--- src/rtl/rfs_pkg.sv ---
package rfs_pkg;

    // Registered per-slot decision
    typedef struct packed {
        logic refresh;
        logic grant;
    } rfs_state_t;

    typedef enum logic {
        MODE_NARROW = 1'b0,
        MODE_WIDE   = 1'b1
    } rfs_mode_e;

    localparam int WIDE_NPOS   = 6;
    localparam int NARROW_NPOS = 5;

    localparam int WIDE_POS   [WIDE_NPOS]   = '{37, 69, 102, 133, 165, 197};
    localparam int NARROW_POS [NARROW_NPOS] = '{24, 56, 88, 120, 152};

    localparam int WIDE_TAIL_START = 210;
    localparam int WIDE_LS_WIN     = 6;
    localparam int NARROW_LS_WIN   = 5;

endpackage

--- src/rtl/rfs_pos_match.sv ---
// Flags a slot that equals any entry of a fixed position list.
module rfs_pos_match #(
    parameter int SLOT_W = 8,
    parameter int NPOS   = 1,
    parameter int POS [NPOS] = '{0}
) (
    input  logic [SLOT_W-1:0] slot_idx,
    output logic              hit
);
    logic [NPOS-1:0] eq;

    for (genvar i = 0; i < NPOS; i++) begin : g_cmp
        localparam logic [SLOT_W-1:0] POS_V = SLOT_W'(POS[i]);
        assign eq[i] = (slot_idx == POS_V);
    end

    assign hit = |eq;
endmodule

--- src/rtl/rfs_linestart.sv ---
// Blocks the first WIN slots of a line while a colour-RAM DMA write runs.
module rfs_linestart #(
    parameter int          SLOT_W    = 8,
    parameter int          CODE_W    = 4,
    parameter int          WIN       = 6,
    parameter logic [CODE_W-1:0] CRAM_CODE = 4'b0011
) (
    input  logic [SLOT_W-1:0] slot_idx,
    input  logic              dma_run,
    input  logic [CODE_W-1:0] dma_code,
    output logic              blocked
);
    localparam logic [SLOT_W-1:0] WIN_V = SLOT_W'(WIN);

    logic in_win;
    logic cram_wr;

    assign in_win  = (slot_idx < WIN_V);
    assign cram_wr = dma_run && (dma_code == CRAM_CODE);
    assign blocked = in_win && cram_wr;
endmodule

--- src/rtl/rfs_gate.sv ---
module rfs_gate
    import rfs_pkg::*;
#(
    parameter int               SLOT_W    = 8,
    parameter int               CODE_W    = 4,
    parameter logic [CODE_W-1:0] CRAM_CODE = 4'b0011
) (
    input  logic              clk,
    input  logic              rst_n,
    input  logic              slot_adv,
    input  logic [SLOT_W-1:0] slot_idx,
    input  logic              wide_mode,
    input  logic              dma_run,
    input  logic [CODE_W-1:0] dma_code,
    input  logic              disp_active,
    output logic              refresh_q,
    output logic              ext_grant_q
);
    localparam logic [SLOT_W-1:0] TAIL_V = SLOT_W'(WIDE_TAIL_START);

    logic wide_pos_hit, narrow_pos_hit;
    logic wide_ls_blk, narrow_ls_blk;
    logic wide_tail;
    logic wide_ref, narrow_ref, slot_ref;
    rfs_mode_e mode;

    rfs_pos_match #(.SLOT_W(SLOT_W), .NPOS(WIDE_NPOS), .POS(WIDE_POS)) u_wide_pos (
        .slot_idx (slot_idx),
        .hit      (wide_pos_hit)
    );

    rfs_pos_match #(.SLOT_W(SLOT_W), .NPOS(NARROW_NPOS), .POS(NARROW_POS)) u_narrow_pos (
        .slot_idx (slot_idx),
        .hit      (narrow_pos_hit)
    );

    rfs_linestart #(.SLOT_W(SLOT_W), .CODE_W(CODE_W), .WIN(WIDE_LS_WIN), .CRAM_CODE(CRAM_CODE)) u_wide_ls (
        .slot_idx (slot_idx),
        .dma_run  (dma_run),
        .dma_code (dma_code),
        .blocked  (wide_ls_blk)
    );

    rfs_linestart #(.SLOT_W(SLOT_W), .CODE_W(CODE_W), .WIN(NARROW_LS_WIN), .CRAM_CODE(CRAM_CODE)) u_narrow_ls (
        .slot_idx (slot_idx),
        .dma_run  (dma_run),
        .dma_code (dma_code),
        .blocked  (narrow_ls_blk)
    );

    assign mode       = rfs_mode_e'(wide_mode);
    assign wide_tail  = (slot_idx >= TAIL_V);
    assign wide_ref   = wide_pos_hit || wide_tail || wide_ls_blk;
    assign narrow_ref = narrow_pos_hit || narrow_ls_blk;
    assign slot_ref   = (mode == MODE_WIDE) ? wide_ref : narrow_ref;

    rfs_state_t state_d, state_q;

    always_comb begin
        state_d = state_q;
        if (slot_adv) begin
            state_d.refresh = slot_ref;
            state_d.grant   = !slot_ref && !disp_active;
        end
    end

    always_ff @(posedge clk) begin
        if (!rst_n) begin
            state_q <= '0;
        end else begin
            state_q <= state_d;
        end
    end

    assign refresh_q   = state_q.refresh;
    assign ext_grant_q = state_q.grant;


    reset_quiet_chk: assert property (@(posedge clk)
        $past(!rst_n) && !$past(slot_adv) |-> !refresh_q && !ext_grant_q);


    wide_pos_chk: assert property (@(posedge clk) disable iff (!rst_n)
        slot_adv && wide_mode && (slot_idx == 8'd37 || slot_idx == 8'd102 || slot_idx == 8'd197)
        |=> refresh_q);


    wide_tail_chk: assert property (@(posedge clk) disable iff (!rst_n)
        slot_adv && wide_mode && slot_idx >= 8'd210 |=> refresh_q);


    wide_ls_open_chk: assert property (@(posedge clk) disable iff (!rst_n)
        slot_adv && wide_mode && slot_idx < 8'd6 && !dma_run |=> !refresh_q);


    narrow_no_tail_chk: assert property (@(posedge clk) disable iff (!rst_n)
        slot_adv && !wide_mode && slot_idx >= 8'd210 |=> !refresh_q);


    grant_blocked_chk: assert property (@(posedge clk) disable iff (!rst_n)
        slot_adv && disp_active |=> !ext_grant_q);


    grant_excl_chk: assert property (@(posedge clk) disable iff (!rst_n)
        ext_grant_q |-> !refresh_q);


    hold_chk: assert property (@(posedge clk) disable iff (!rst_n)
        !slot_adv |=> $stable(refresh_q) && $stable(ext_grant_q));
endmodule

--- config.mk ---
export PLATFORM = sky130hd
export DESIGN_NAME = rfs_gate
export DESIGN_NICKNAME = d
export VERILOG_FILES = /design/src/rtl/rfs_pkg.sv /design/src/rtl/rfs_pos_match.sv /design/src/rtl/rfs_linestart.sv /design/src/rtl/rfs_gate.sv
export SDC_FILE = /design/constraint.sdc
export NUM_CORES = 1
export LEC_CHECK = 0
export BUFFER_PORTS_ARGS = -buffer_cell sky130_fd_sc_hd__buf_2
export CELL_PAD_IN_SITES_DETAIL_PLACEMENT = 0
export CELL_PAD_IN_SITES_GLOBAL_PLACEMENT = 1
export CORE_AREA = 10 10 47 49
export DETAILED_ROUTE_END_ITERATION = 8
export DIE_AREA = 0 0 57 59
export HOLD_SLACK_MARGIN = 0.03
export PLACE_DENSITY_LB_ADDON = 0.3
export SLEW_MARGIN = 20
export SYNTH_ARGS = -nofsm -noshare
export SYNTH_HDL_FRONTEND = slang
export SYNTH_SLANG_ARGS = --single-unit
--- constraint.sdc ---
create_clock -name clk -period 1.2 [get_ports clk]
set_clock_uncertainty 0.15 [all_clocks]
set_input_delay 0.18 -clock clk [delete_from_list [all_inputs] [get_ports clk]]
set_output_delay 0.18 -clock clk [all_outputs]
set_load 0.02 [all_outputs]
==> After elaboration in Yosys (flattened, before gate mapping) <==
Cells that the tools add are included.
{ "op_classes": {"n_lt_le_gt_ge": 3, "n_eq_ne": 12, "mux": 1, "n_reduce_logical": 11} }
{ "op_table": {"columns": ["op", "n"], "rows": [
  ["$eq 8x7->1 const B", 4],
  ["$eq 8x8->1 const B", 4],
  ["$eq 8x6->1 const B", 2],
  ["$lt 8x3->1 const B", 2],
  ["$eq 8x5->1 const B", 1],
  ["$ge 8x8->1 const B", 1],
  ["$reduce_or 6->1", 1],
  ["$reduce_or 5->1", 1],
  ["$eq 4x2->1 const B", 1],
  ["$logic_and 1x1->1", 4],
  ["$logic_or 1x1->1", 3],
  ["$logic_not 1->1", 2],
  ["$mux 1", 1]
]} }
{ "word_totals": {"ff_bits": 2, "in_bits": 18, "output_inout_bits": 2} }

==> Depth between registers and ports, before layout <==
Gate-level depths: netlist of run 1.
{ "depth": {"ltp_word": 7, "depth_mapped": 5} }

==> Modules after synthesis <==
Synthesis of run 1 repeated with hierarchy kept, for this count alone.
{ "unflattened": {"cells_unflattened": 34, "hier_area_um2": 294.0} }
{ "by_module_without_submodules": {"columns": ["module", "n_inst", "cells_each", "area_each_um2", "seq_area_each_um2"], "rows": [
  ["rfs_gate", 1, 14, 143.9, 40.0],
  ["rfs_pos_match (u_wide_pos)", 1, 8, 50.0, 0.0],
  ["rfs_linestart (u_wide_ls)", 1, 4, 43.8, 0.0],
  ["rfs_linestart (u_narrow_ls)", 1, 5, 36.3, 0.0],
  ["rfs_pos_match (u_narrow_pos)", 1, 3, 20.0, 0.0]
]} }

==> Worst setup path before layout of run 1 <==
No wires, ideal clock.
{ "synth_path": {"kind": "input-to-reg", "startpoint": "input dma_code[2]", "endpoint": "register state_q, in the netlist refresh_q", "arrival_ns": 1.034, "slack_ns": -0.042, "stages": 5, "path_cell_list": "and4bb_2 > and4b_1 > nand3_1 > a22oi_2 > o21a_1"} }
{ "synth_between": {"elab_chain_cells": 5, "word_cells_on_any_way": 7, "classes_between": "1 x eq/ne; 1 x mux; 5 x reduce/logical"} }
{ "synth_rtl": {"columns": ["element", "line_no", "rtl"], "rows": [
  ["from (decl)", "rfs_gate.sv:14", "input logic [CODE_W-1:0] dma_code,"],
  ["$eq 4x2->1 (*)", "rfs_linestart.sv:19", "assign cram_wr = dma_run && (dma_code == CRAM_CODE);"],
  ["$logic_and 1x1->1 (*)", "rfs_linestart.sv:19", null],
  ["$logic_and 1x1->1", "rfs_linestart.sv:20", "assign blocked = in_win && cram_wr;"],
  ["$logic_or 1x1->1 (on tied branches)", "rfs_gate.sv:54, rfs_gate.sv:53", null],
  ["$mux 1 (*)", "rfs_gate.sv:55", "assign slot_ref = (mode == MODE_WIDE) ? wide_ref : narrow_ref;"],
  ["to (signal assigned)", "rfs_gate.sv:71", "state_q <= state_d;"],
  ["to (decl)", "rfs_gate.sv:57", "rfs_state_t state_d, state_q;"]
]} }
Every way passes the cells marked *; elsewhere a longest branch is shown, timed or not.
A chain may end at the register's enable or synchronous reset.

==> Final worst setup path of run 1 <==
{ "layout_path": {"startpoint": "input slot_idx[6]", "endpoint": "register state_q, in the netlist refresh_q"} }
{ "layout_between": {"elab_chain_cells": 5, "word_cells_on_any_way": 22, "classes_between": "3 x order compare; 11 x eq/ne; 1 x mux; 7 x reduce/logical"} }
{ "layout_rtl": {"columns": ["element", "line_no", "rtl"], "rows": [
  ["from (decl)", "rfs_gate.sv:11", "input logic [SLOT_W-1:0] slot_idx,"],
  ["parallel branches: the longest is 4 deep, another holds $lt 8x3->1", null, null],
  ["$mux 1 (*)", "rfs_gate.sv:55", null]
]} }
Mark *: on every way between the ends.

==> impl_summary.log, run 1 <==
INFO  metric status = complete, no violations
INFO  metric ff2ff_setup_slack = 0.34 ns
INFO  metric power_density_over_cell_area = 704 nW/µm²
INFO  metric ys.warnings.count = 0
INFO  metric min_delay_path_depth = 4
INFO  metric internal-power = 249 µW
INFO  metric fp.coreArea = 1400 µm²
INFO  metric pwr-share-seq = 0.218
INFO  metric synthDistinctLibCells = 18
INFO  metric hold_start = disp_active
INFO  metric layout_common_cells = sky130_fd_sc_hd__buf_2, sky130_fd_sc_hd__buf_4, sky130_fd_sc_hd__nand2_1, sky130_fd_sc_hd__clkbuf_4
INFO  metric height_of_the_die = 59 µm
INFO  metric crit_slowest_cell = sky130_fd_sc_hd__nor4_4
INFO  metric num_vias = 340
INFO  metric synth_fp_nets = 46
INFO  metric clk_path_buf_depth = 2
INFO  metric swShare = 0.251
INFO  metric worstReg2RegStart = refresh_q
INFO  metric path_cells = buf_8 > nor4_4 > and4b_1 > nand3_1 > a22oi_2 > o21a_1
INFO  metric maxcap_violations = 0
INFO  metric mappedNetlistArea = 219 µm²
INFO  metric synth_top_cells_by_area = sky130_fd_sc_hd__dfxtp_1, sky130_fd_sc_hd__nor4_1, sky130_fd_sc_hd__and2b_1
INFO  metric cts_buf_count = 3
INFO  metric root_buffer = sky130_fd_sc_hd__clkbuf_4
INFO  metric syn2layout_area_growth = 116%
INFO  metric placement.cell_area = 402 µm²
INFO  metric clk_latency = 0.22 ns
INFO  metric final_common_cell = sky130_fd_sc_hd__buf_2
INFO  metric seq_area_frac_synth = 0.183
INFO  metric die_area = 3360 µm²
INFO  metric stdcell_area = 473 µm²
INFO  metric fillCellCount = 153
INFO  metric pin_count_of_the_biggest_net_entering_global_routing = 5
INFO  metric timing.hold.worst_endpoint = ext_grant_q
INFO  metric io-pin-count = 20
INFO  metric max-slew-margin-rel = 0.821
INFO  metric vdd_drop_max = 355 µV
INFO  metric syn_inst = 28
INFO  metric cts.clk_slew.worst_paths = 0.03 ns
INFO  metric total_wirelength = 946 µm
INFO  metric clock_power_share = 0.427
INFO  metric period_share = 0.993
INFO  metric max_stage_delay_on_crit_path = 0.24 ns
INFO  metric post_route_cells_drive_above_1_share = 0.590
INFO  metric vias_per_cell = 4.42
INFO  metric place.port_buffers = 19
INFO  metric grt_first_pass_wirelength = 1410 µm
INFO  metric worst-slew-pin-transition = 0.266 ns
INFO  metric synthDominantAreaCellType = sky130_fd_sc_hd__dfxtp_1
INFO  metric hold_class = in2reg
INFO  metric drv_slew = 0
INFO  metric reg2regPathDepth = 2
INFO  metric synth.ff_latch_count = 2
INFO  metric share_comb_of_total_power = 0.355
INFO  metric crit_path_start_kind = input port
INFO  metric path_max_fanout = 3
INFO  metric chipWidth = 57 µm
INFO  metric cts_tree = yes
INFO  metric antenna_found_initial = 0
INFO  metric remaining_drc_errors = 0
INFO  metric setup-tns-final = 0 ns
INFO  metric setup_viol_count_final = 0
INFO  metric rsz_0062_raised_after_global_routing = true
INFO  metric globalRouteTotalUtil = 0.0519
INFO  metric end_kind = flip-flop
INFO  metric row_count = 14
INFO  metric syn_area_per_cell = 7.82 µm²
INFO  metric place.detailed.hpwl = 791 µm
INFO  metric cts-htree-levels = 1
INFO  metric r2r-end = refresh_q
INFO  metric hold_viol_final = 0
INFO  metric drtAntennaViolNets = 0
INFO  metric start_util = 0.156
INFO  metric arrival = 1.21 ns
INFO  metric clock_sinks = 2
INFO  metric globalplace.congestion = 0.739
INFO  metric p_sw = 83.6 µW
INFO  metric overflow = 0
INFO  metric drt-pass1-iter-count = 2
INFO  metric synth_top_cell_area_share = 0.183
INFO  metric antenna-diode-count = 0
INFO  metric number_of_global_route_vias_before_repair = 345
INFO  metric worst-endpoint-required = 1.21 ns
INFO  metric worst-setup-path-type = in2reg
INFO  metric leakage = 0.000225 µW
INFO  metric wl_per_cell = 12.3 µm
INFO  metric nNetsFinal = 81
INFO  metric period_needed = 1.19 ns
INFO  metric maxClockFrequency = 0.839 GHz
INFO  metric first_iter_violations = 4
[flip-flops by register name, summed over array words and instances, names as in the netlist]
signal       cells
ext_grant_q      1
refresh_q        1
[metrics by stage]
stage / total power (µW) / setup slack, ns / instances / util / hold WS [ns]
5_1_grt: 360 / -0.0663 / 77 / 0.338 / 0.117
3_3_place_gp: 177 / -0.207 / 72 / 0.287 / 0.271
2_1_floorplan: 105 / -0.00404 / 28 / - / 0.148
4_1_cts: 329 / 0.00382 / 75 / 0.307 / 0.0307
6_report: 333 / 0.00801 / 77 / 0.338 / 0.108
3_5_place_dp: 176 / -0.261 / 72 / 0.287 / 0.262
[cells by family (layout without fill, tap and decap cells)]
kind of cell / after synthesis / in the layout / synth area share
simple gates: 17 / 17 / 0.480
buf+inv: 0 / 33 / 0
flops: 2 / 2 / 0.183
mux: 1 / 1 / 0.0457
compound gates: 8 / 8 / 0.291
[cell type report]
class,instances,area (µm²),area share
well taps,16,20.0,0.0423
clock buffers,3,22.5,0.0476
flip-flops and latches,2,40.0,0.0847
multi-input cells,26,194,0.410
repair buffers,30,196,0.415
[cells in the mapped netlist (all sizes together)]
library cell / n
nor2: 2
nor4: 3
o211ai: 2
o221a: 1
nand2: 3
and4b: 1
dfxtp: 2
a22oi: 2
nand4: 1
nor3: 2
o21a: 1
mux2i: 1
and4bb: 1
nand3: 1
o21ai: 2
nand4b: 1
and2b: 2
[how the worst max path moves through the flow]
stage           startpoint          end  depth (start not counted)
3_5_place_dp   slot_idx[5]  ext_grant_q                          6
2_1_floorplan  dma_code[2]    refresh_q                          5
6_report       slot_idx[6]    refresh_q                          6
3_3_place_gp   slot_idx[3]    refresh_q                          6
4_1_cts        slot_idx[5]  ext_grant_q                          6
5_1_grt        slot_idx[6]    refresh_q                          6
[layer usage]
layer / global-route usage / share of wire
met1: 0.0523 / 0.41
met2: 0.0822 / 0.50
met3: 0.0300 / 0.089
met4: 0.0302 / 0
met5: 0 / 0
[critical path, delay by kind of cell]
family                 cells  cell delay (ns)
AO/OA/AOI/OAI              2             0.35
buffers and inverters      1             0.10
AND/OR/NAND/NOR            3             0.58
[what timing repair did]
item                                   in CTS  in global routing
setup buffers                               0                  1
gates resized for setup                     1                  6
pin swaps                                   1                  6
hold buffers                                0                  1
endpoints found under the hold margin       0                  1
setup endpoints to repair                   2                  2
[power by group through the flow]
| stage | Sequential (µW) | Clock [µW] | Combinational [µW] |
|---|---|---|---|
| after floorplan | 78.7 | 0 | 26.2 |
| after global placement | 73.6 | 0 | 104 |
| after detailed placement | 73.4 | 0 | 102 |
| after CTS | 72.6 | 152 | 105 |
| after global routing | 73.1 | 160 | 127 |
| final | 72.6 | 142 | 118 |
Power figures use the tool's default switching activity.
==> run 2, diff against run 1 <==
--- a/config.mk
+++ b/config.mk
@@ -9,10 +9,12 @@
 export CELL_PAD_IN_SITES_DETAIL_PLACEMENT = 0
 export CELL_PAD_IN_SITES_GLOBAL_PLACEMENT = 1
 export CORE_AREA = 10 10 47 49
+export CTS_CLUSTER_DIAMETER = 150
 export DETAILED_ROUTE_END_ITERATION = 8
 export DIE_AREA = 0 0 57 59
 export HOLD_SLACK_MARGIN = 0.03
 export PLACE_DENSITY_LB_ADDON = 0.3
+export RECOVER_POWER = 50
 export SLEW_MARGIN = 20
 export SYNTH_ARGS = -nofsm -noshare
 export SYNTH_HDL_FRONTEND = slang
==> impl_summary.log, run 2 (synthesis gave the netlist of run 1 again) <==
INFO  metric status = complete, no violations
INFO  metric cts_buf_count = 3
INFO  metric path_cells = buf_8 > nor4_4 > and4b_1 > nand3_1 > a22oi_2 > o21a_1
INFO  metric total_wirelength = 946 µm
INFO  metric min_delay_path_depth = 4
INFO  metric fillCellCount = 154
INFO  metric timing.critical_path.max_delay_family = simple AND/OR/NAND/NOR gates
INFO  metric cts-htree-levels = 1
INFO  metric height_of_the_die = 59 µm
INFO  metric timing.hold.worst_endpoint = ext_grant_q
INFO  metric num_vias = 340
INFO  metric timing.critical_path.buf_inv = 1
INFO  metric vias_per_cell = 4.42
INFO  metric crit_cells = 6
INFO  metric worst-endpoint-required = 1.21 ns
INFO  metric io-pin-count = 20
INFO  metric arrival = 1.21 ns
INFO  metric setup_viol_count_final = 0
INFO  metric chipWidth = 57 µm
INFO  metric path_max_fanout = 3
INFO  metric layout_common_cells = sky130_fd_sc_hd__buf_2, sky130_fd_sc_hd__buf_4, sky130_fd_sc_hd__nand2_1, sky130_fd_sc_hd__clkbuf_4
INFO  metric leakage = 0.000221 µW
INFO  metric drv_slew = 0
INFO  metric pre_cts_ws = -0.261 ns
INFO  metric number_of_global_route_vias_before_repair = 345
INFO  metric r2r-end = refresh_q
INFO  metric rsz_0062_raised_after_global_routing = true
INFO  metric first_iter_violations = 5
INFO  metric place.detailed.hpwl = 791 µm
INFO  metric place.port_buffers = 19
INFO  metric clock_sinks = 2
INFO  metric timing.critical_path.from = slot_idx[6]
INFO  metric period_needed = 1.19 ns
INFO  metric overflow = 0
INFO  metric cts.clk_slew.worst_paths = 0.03 ns
INFO  metric start_util = 0.156
INFO  metric hold_class = in2reg
INFO  metric globalRouteTotalUtil = 0.0519
INFO  metric setup-tns-final = 0 ns
INFO  metric ff2ff_setup_slack = 0.34 ns
INFO  metric hold_start = disp_active
INFO  metric antenna-diode-count = 0
INFO  metric worstReg2RegStart = refresh_q
INFO  metric maxClockFrequency = 0.839 GHz
INFO  metric wl_per_cell = 12.3 µm
INFO  metric row_count = 14
INFO  metric crit_slowest_cell = sky130_fd_sc_hd__nor4_4
INFO  metric clk_latency = 0.22 ns
INFO  metric crit_path_start_kind = input port
INFO  metric die_area = 3360 µm²
INFO  metric max_stage_delay_on_crit_path = 0.24 ns
INFO  metric antenna_found_initial = 0
INFO  metric max-slew-margin-rel = 0.821
INFO  metric hold_viol_final = 0
INFO  metric final_common_cell = sky130_fd_sc_hd__buf_2
INFO  metric worst-setup-path-type = in2reg
INFO  metric end_kind = flip-flop
INFO  metric syn2layout_area_growth = 115%
INFO  metric drt-pass1-iter-count = 2
INFO  metric maxcap_violations = 0
INFO  metric period_share = 0.993
INFO  metric vdd_drop_max = 356 µV
INFO  metric root_buffer = sky130_fd_sc_hd__clkbuf_4
INFO  metric cts_tree = yes
INFO  metric fp.coreArea = 1400 µm²
INFO  metric reg2regPathDepth = 2
INFO  metric worst-slew-pin-transition = 0.266 ns
INFO  metric nNetsFinal = 81
INFO  metric globalplace.congestion = 0.739
INFO  metric power_density_over_cell_area = 705 nW/µm²
INFO  metric drtAntennaViolNets = 0
INFO  metric pin_count_of_the_biggest_net_entering_global_routing = 5
INFO  metric remaining_drc_errors = 0
INFO  metric final.setup.worst_slack = 0.00801 ns
INFO  metric post_route_cells_drive_above_1_share = 0.574
INFO  metric clk_path_buf_depth = 2
INFO  metric grt_first_pass_wirelength = 1410 µm
==> run 2: changes by cell type in the layout (fill, tap and decap cells not counted), sizes merged <==
cell    delta
clkbuf     +1
buf        -1
==> run 2: cell type report <==
| type | instances | area, µm² | share of cell area |
|---|---|---|---|
| clock buffers | 3 | 22.5 | 0.0477 |
| well taps | 16 | 20.0 | 0.0424 |
| multi-input cells | 26 | 194 | 0.411 |
| flip-flops and latches | 2 | 40.0 | 0.0849 |
| repair buffers | 30 | 195 | 0.414 |
==> run 2: timing repair <==
item / in CTS / in global routing
endpoints found under the hold margin: 0 / 1
hold buffers: 0 / 1
setup endpoints to repair: 2 / 2
pin swaps: 1 / 6
gates resized for setup: 1 / 6
setup buffers: 0 / 1
==> run 2: per-layer routing <==
metal / part of all wire / wire length (µm) / track usage / up-vias
met5: 0 / 0 / 0 / -
met4: 0 / 0 / 0.0302 / 0
met3: 0.089 / 84 / 0.0300 / 0
met2: 0.51 / 479 / 0.0822 / 9
met1: 0.40 / 381 / 0.0523 / 147
li1: - / - / - / 184
==> run 2: through the flow <==
step	instances	cell area [µm²]	power [µW]	hold WS (ns)	utilization
2_1_floorplan	28	219	105	0.148	-
3_3_place_gp	72	402	177	0.271	0.287
3_5_place_dp	72	402	176	0.262	0.287
4_1_cts	75	430	329	0.0307	0.307
5_1_grt	77	472	360	0.117	0.337
6_report	77	472	332	0.108	0.337
==> run 2: tightest hold or removal path: stages <==
cell                       delay [ns]
sky130_fd_sc_hd__buf_2           0.08
sky130_fd_sc_hd__nand2_1         0.04
sky130_fd_sc_hd__o211ai_1        0.07
sky130_fd_sc_hd__nor2_1          0.05
==> run 2: worst max path at each step <==
stage	end
after floorplan	refresh_q
after detailed placement	ext_grant_q
after global placement	refresh_q
final	refresh_q
after global routing	refresh_q
after CTS	ext_grant_q
==> run 2: power breakdown <==
part | switching [µW] | internal (µW) | total [µW]
combinational | 49.7 | 67.9 | 118
clock | 32.3 | 110 | 142
sequential | 1.61 | 71.1 | 72.7
total | 83.6 | 249 | 332
==> run 3, diff against run 2 <==
==> constraint.sdc (replaced) <==
create_clock -name clk -period 1.2 [get_ports clk]
set_clock_uncertainty 0.15 [all_clocks]
set_input_delay 0.18 -clock clk [delete_from_list [all_inputs] [get_ports clk]]
set_output_delay 0.18 -clock clk [all_outputs]
set_load 0.05 [all_outputs]
==> impl_summary.log, run 3 (synthesis gave the netlist of run 1 again) <==
INFO  metric status = complete, no violations
INFO  metric maxClockFrequency = 0.839 GHz
INFO  metric clk_latency = 0.22 ns
INFO  metric maxcap_violations = 0
INFO  metric path_cells = buf_8 > nor4_4 > and4b_1 > nand3_1 > a22oi_2 > o21a_1
INFO  metric cts.clk_slew.worst_paths = 0.03 ns
INFO  metric clock_sinks = 2
INFO  metric antenna_found_initial = 0
INFO  metric timing.critical_path.max_delay_family = simple AND/OR/NAND/NOR gates
INFO  metric final_common_cell = sky130_fd_sc_hd__buf_2
INFO  metric total_wirelength = 946 µm
INFO  metric pin_count_of_the_biggest_net_entering_global_routing = 5
INFO  metric remaining_drc_errors = 0
INFO  metric pre_cts_ws = -0.261 ns
INFO  metric height_of_the_die = 59 µm
INFO  metric chipWidth = 57 µm
INFO  metric globalplace.congestion = 0.739
INFO  metric hold_viol_final = 0
INFO  metric period_share = 0.993
INFO  metric vias_per_cell = 4.42
INFO  metric max-slew-margin-rel = 0.807
INFO  metric final.setup.worst_slack = 0.00801 ns
INFO  metric place.detailed.hpwl = 791 µm
INFO  metric p_sw = 92.7 µW
INFO  metric period_needed = 1.19 ns
INFO  metric vdd_drop_max = 356 µV
INFO  metric stdcell_area = 473 µm²
INFO  metric cts_tree = yes
INFO  metric internal-power = 249 µW
INFO  metric combined_area_of_the_multi_input_logic_cells = 194 µm²
INFO  metric leakage = 0.000224 µW
INFO  metric worst-setup-path-type = in2reg
INFO  metric drv_slew = 0
INFO  metric crit_slowest_cell = sky130_fd_sc_hd__nor4_4
INFO  metric die_area = 3360 µm²
INFO  metric arrival = 1.21 ns
INFO  metric fp.coreArea = 1400 µm²
INFO  metric setup-tns-final = 0 ns
INFO  metric drtAntennaViolNets = 0
INFO  metric place.port_buffers = 19
INFO  metric layout_common_cells = sky130_fd_sc_hd__buf_2, sky130_fd_sc_hd__buf_4, sky130_fd_sc_hd__nand2_1, sky130_fd_sc_hd__clkbuf_4
INFO  metric timing.critical_path.buf_inv = 1
INFO  metric clock_power_share = 0.415
INFO  metric final-seq-area = 40.0 µm²
INFO  metric number_of_global_route_vias_before_repair = 345
INFO  metric swShare = 0.271
INFO  metric io-pin-count = 20
INFO  metric placement.cell_area = 402 µm²
INFO  metric first_iter_violations = 4
INFO  metric layout.core_utilization = 0.338
INFO  metric post_route_cells_drive_above_1_share = 0.590
INFO  metric worst-slew-pin-transition = 0.291 ns
INFO  metric power_density_over_cell_area = 723 nW/µm²
INFO  metric root_buffer = sky130_fd_sc_hd__clkbuf_4
INFO  metric cts-htree-levels = 1
INFO  metric wl_per_cell = 12.3 µm
INFO  metric setup_viol_count_final = 0
INFO  metric path_max_fanout = 3
INFO  metric share_comb_of_total_power = 0.372
INFO  metric crit_path_start_kind = input port
INFO  metric antenna-diode-count = 0
INFO  metric overflow = 0
INFO  metric ff2ff_setup_slack = 0.34 ns
INFO  metric globalRouteTotalUtil = 0.0519
INFO  metric nNetsFinal = 81
INFO  metric max_stage_delay_on_crit_path = 0.24 ns
INFO  metric pwr-share-seq = 0.213
INFO  metric clk_path_buf_depth = 2
INFO  metric worst-endpoint-required = 1.21 ns
INFO  metric fillCellCount = 153
INFO  metric cts_buf_count = 3
INFO  metric hold_class = in2reg
INFO  metric drt-pass1-iter-count = 2
INFO  metric grt_first_pass_wirelength = 1410 µm
INFO  metric end_kind = flip-flop
INFO  metric row_count = 14
INFO  metric num_vias = 340
INFO  metric rsz_0062_raised_after_global_routing = true
INFO  metric start_util = 0.156
INFO  metric syn2layout_area_growth = 116%
-- run 3: cell counts in the layout (fill, tap and decap cells not counted) --
No cell type changed its count.
-- run 3: stage by stage --
stage                     total power, µW  hold WS (ns)  cells
after floorplan                       114         0.148     28
after global placement                186         0.271     72
after detailed placement              185         0.262     72
after CTS                             338        0.0307     75
after global routing                  369         0.117     77
final                                 342         0.108     77
-- run 3: worst register-to-register path: stages, from the launching register on --
cell	delay [ns]
sky130_fd_sc_hd__dfxtp_1	0.29
sky130_fd_sc_hd__and2b_1	0.15
sky130_fd_sc_hd__o21a_1	0.16
-- run 3: area by class of cell --
type,count,area share
clock buffers,3,0.0476
multi-input cells,26,0.410
flip-flops and latches,2,0.0847
well taps,16,0.0423
repair buffers,30,0.415
-- run 3: per-layer routing --
metal / track usage / part of all wire / vias to the layer above
li1: - / - / 184
met1: 0.0523 / 0.41 / 147
met2: 0.0822 / 0.50 / 9
met3: 0.0300 / 0.089 / 0
met4: 0.0302 / 0 / 0
met5: 0 / 0 / -
-- run 3: path summary, 6_finish.rpt --
path | from | end | cells past startpoint
worst max-delay path | slot_idx[6] | refresh_q | 6
worst min-delay path | disp_active | ext_grant_q | 4
worst max register to register | refresh_q | refresh_q | 2
worst min register to register | ext_grant_q | ext_grant_q | 2
-- run 3: power groups by stage --
stage,Sequential (µW),Clock (µW),Combinational (µW)
final,72.7,142,127
after global routing,73.1,160,136
after floorplan,87.7,0,26.2
after detailed placement,73.4,0,111
after CTS,72.6,152,114
after global placement,73.6,0,113
-- run 3: repair_timing --
| item | 4_1_cts | 5_1_grt |
|---|---|---|
| pin swaps | 1 | 6 |
| resized for setup | 1 | 6 |
| hold buffers | 0 | 1 |
| hold endpoints to repair | 0 | 1 |
| setup endpoints to repair | 2 | 2 |
| setup buffers | 0 | 1 |
| cloned | 0 | 0 |
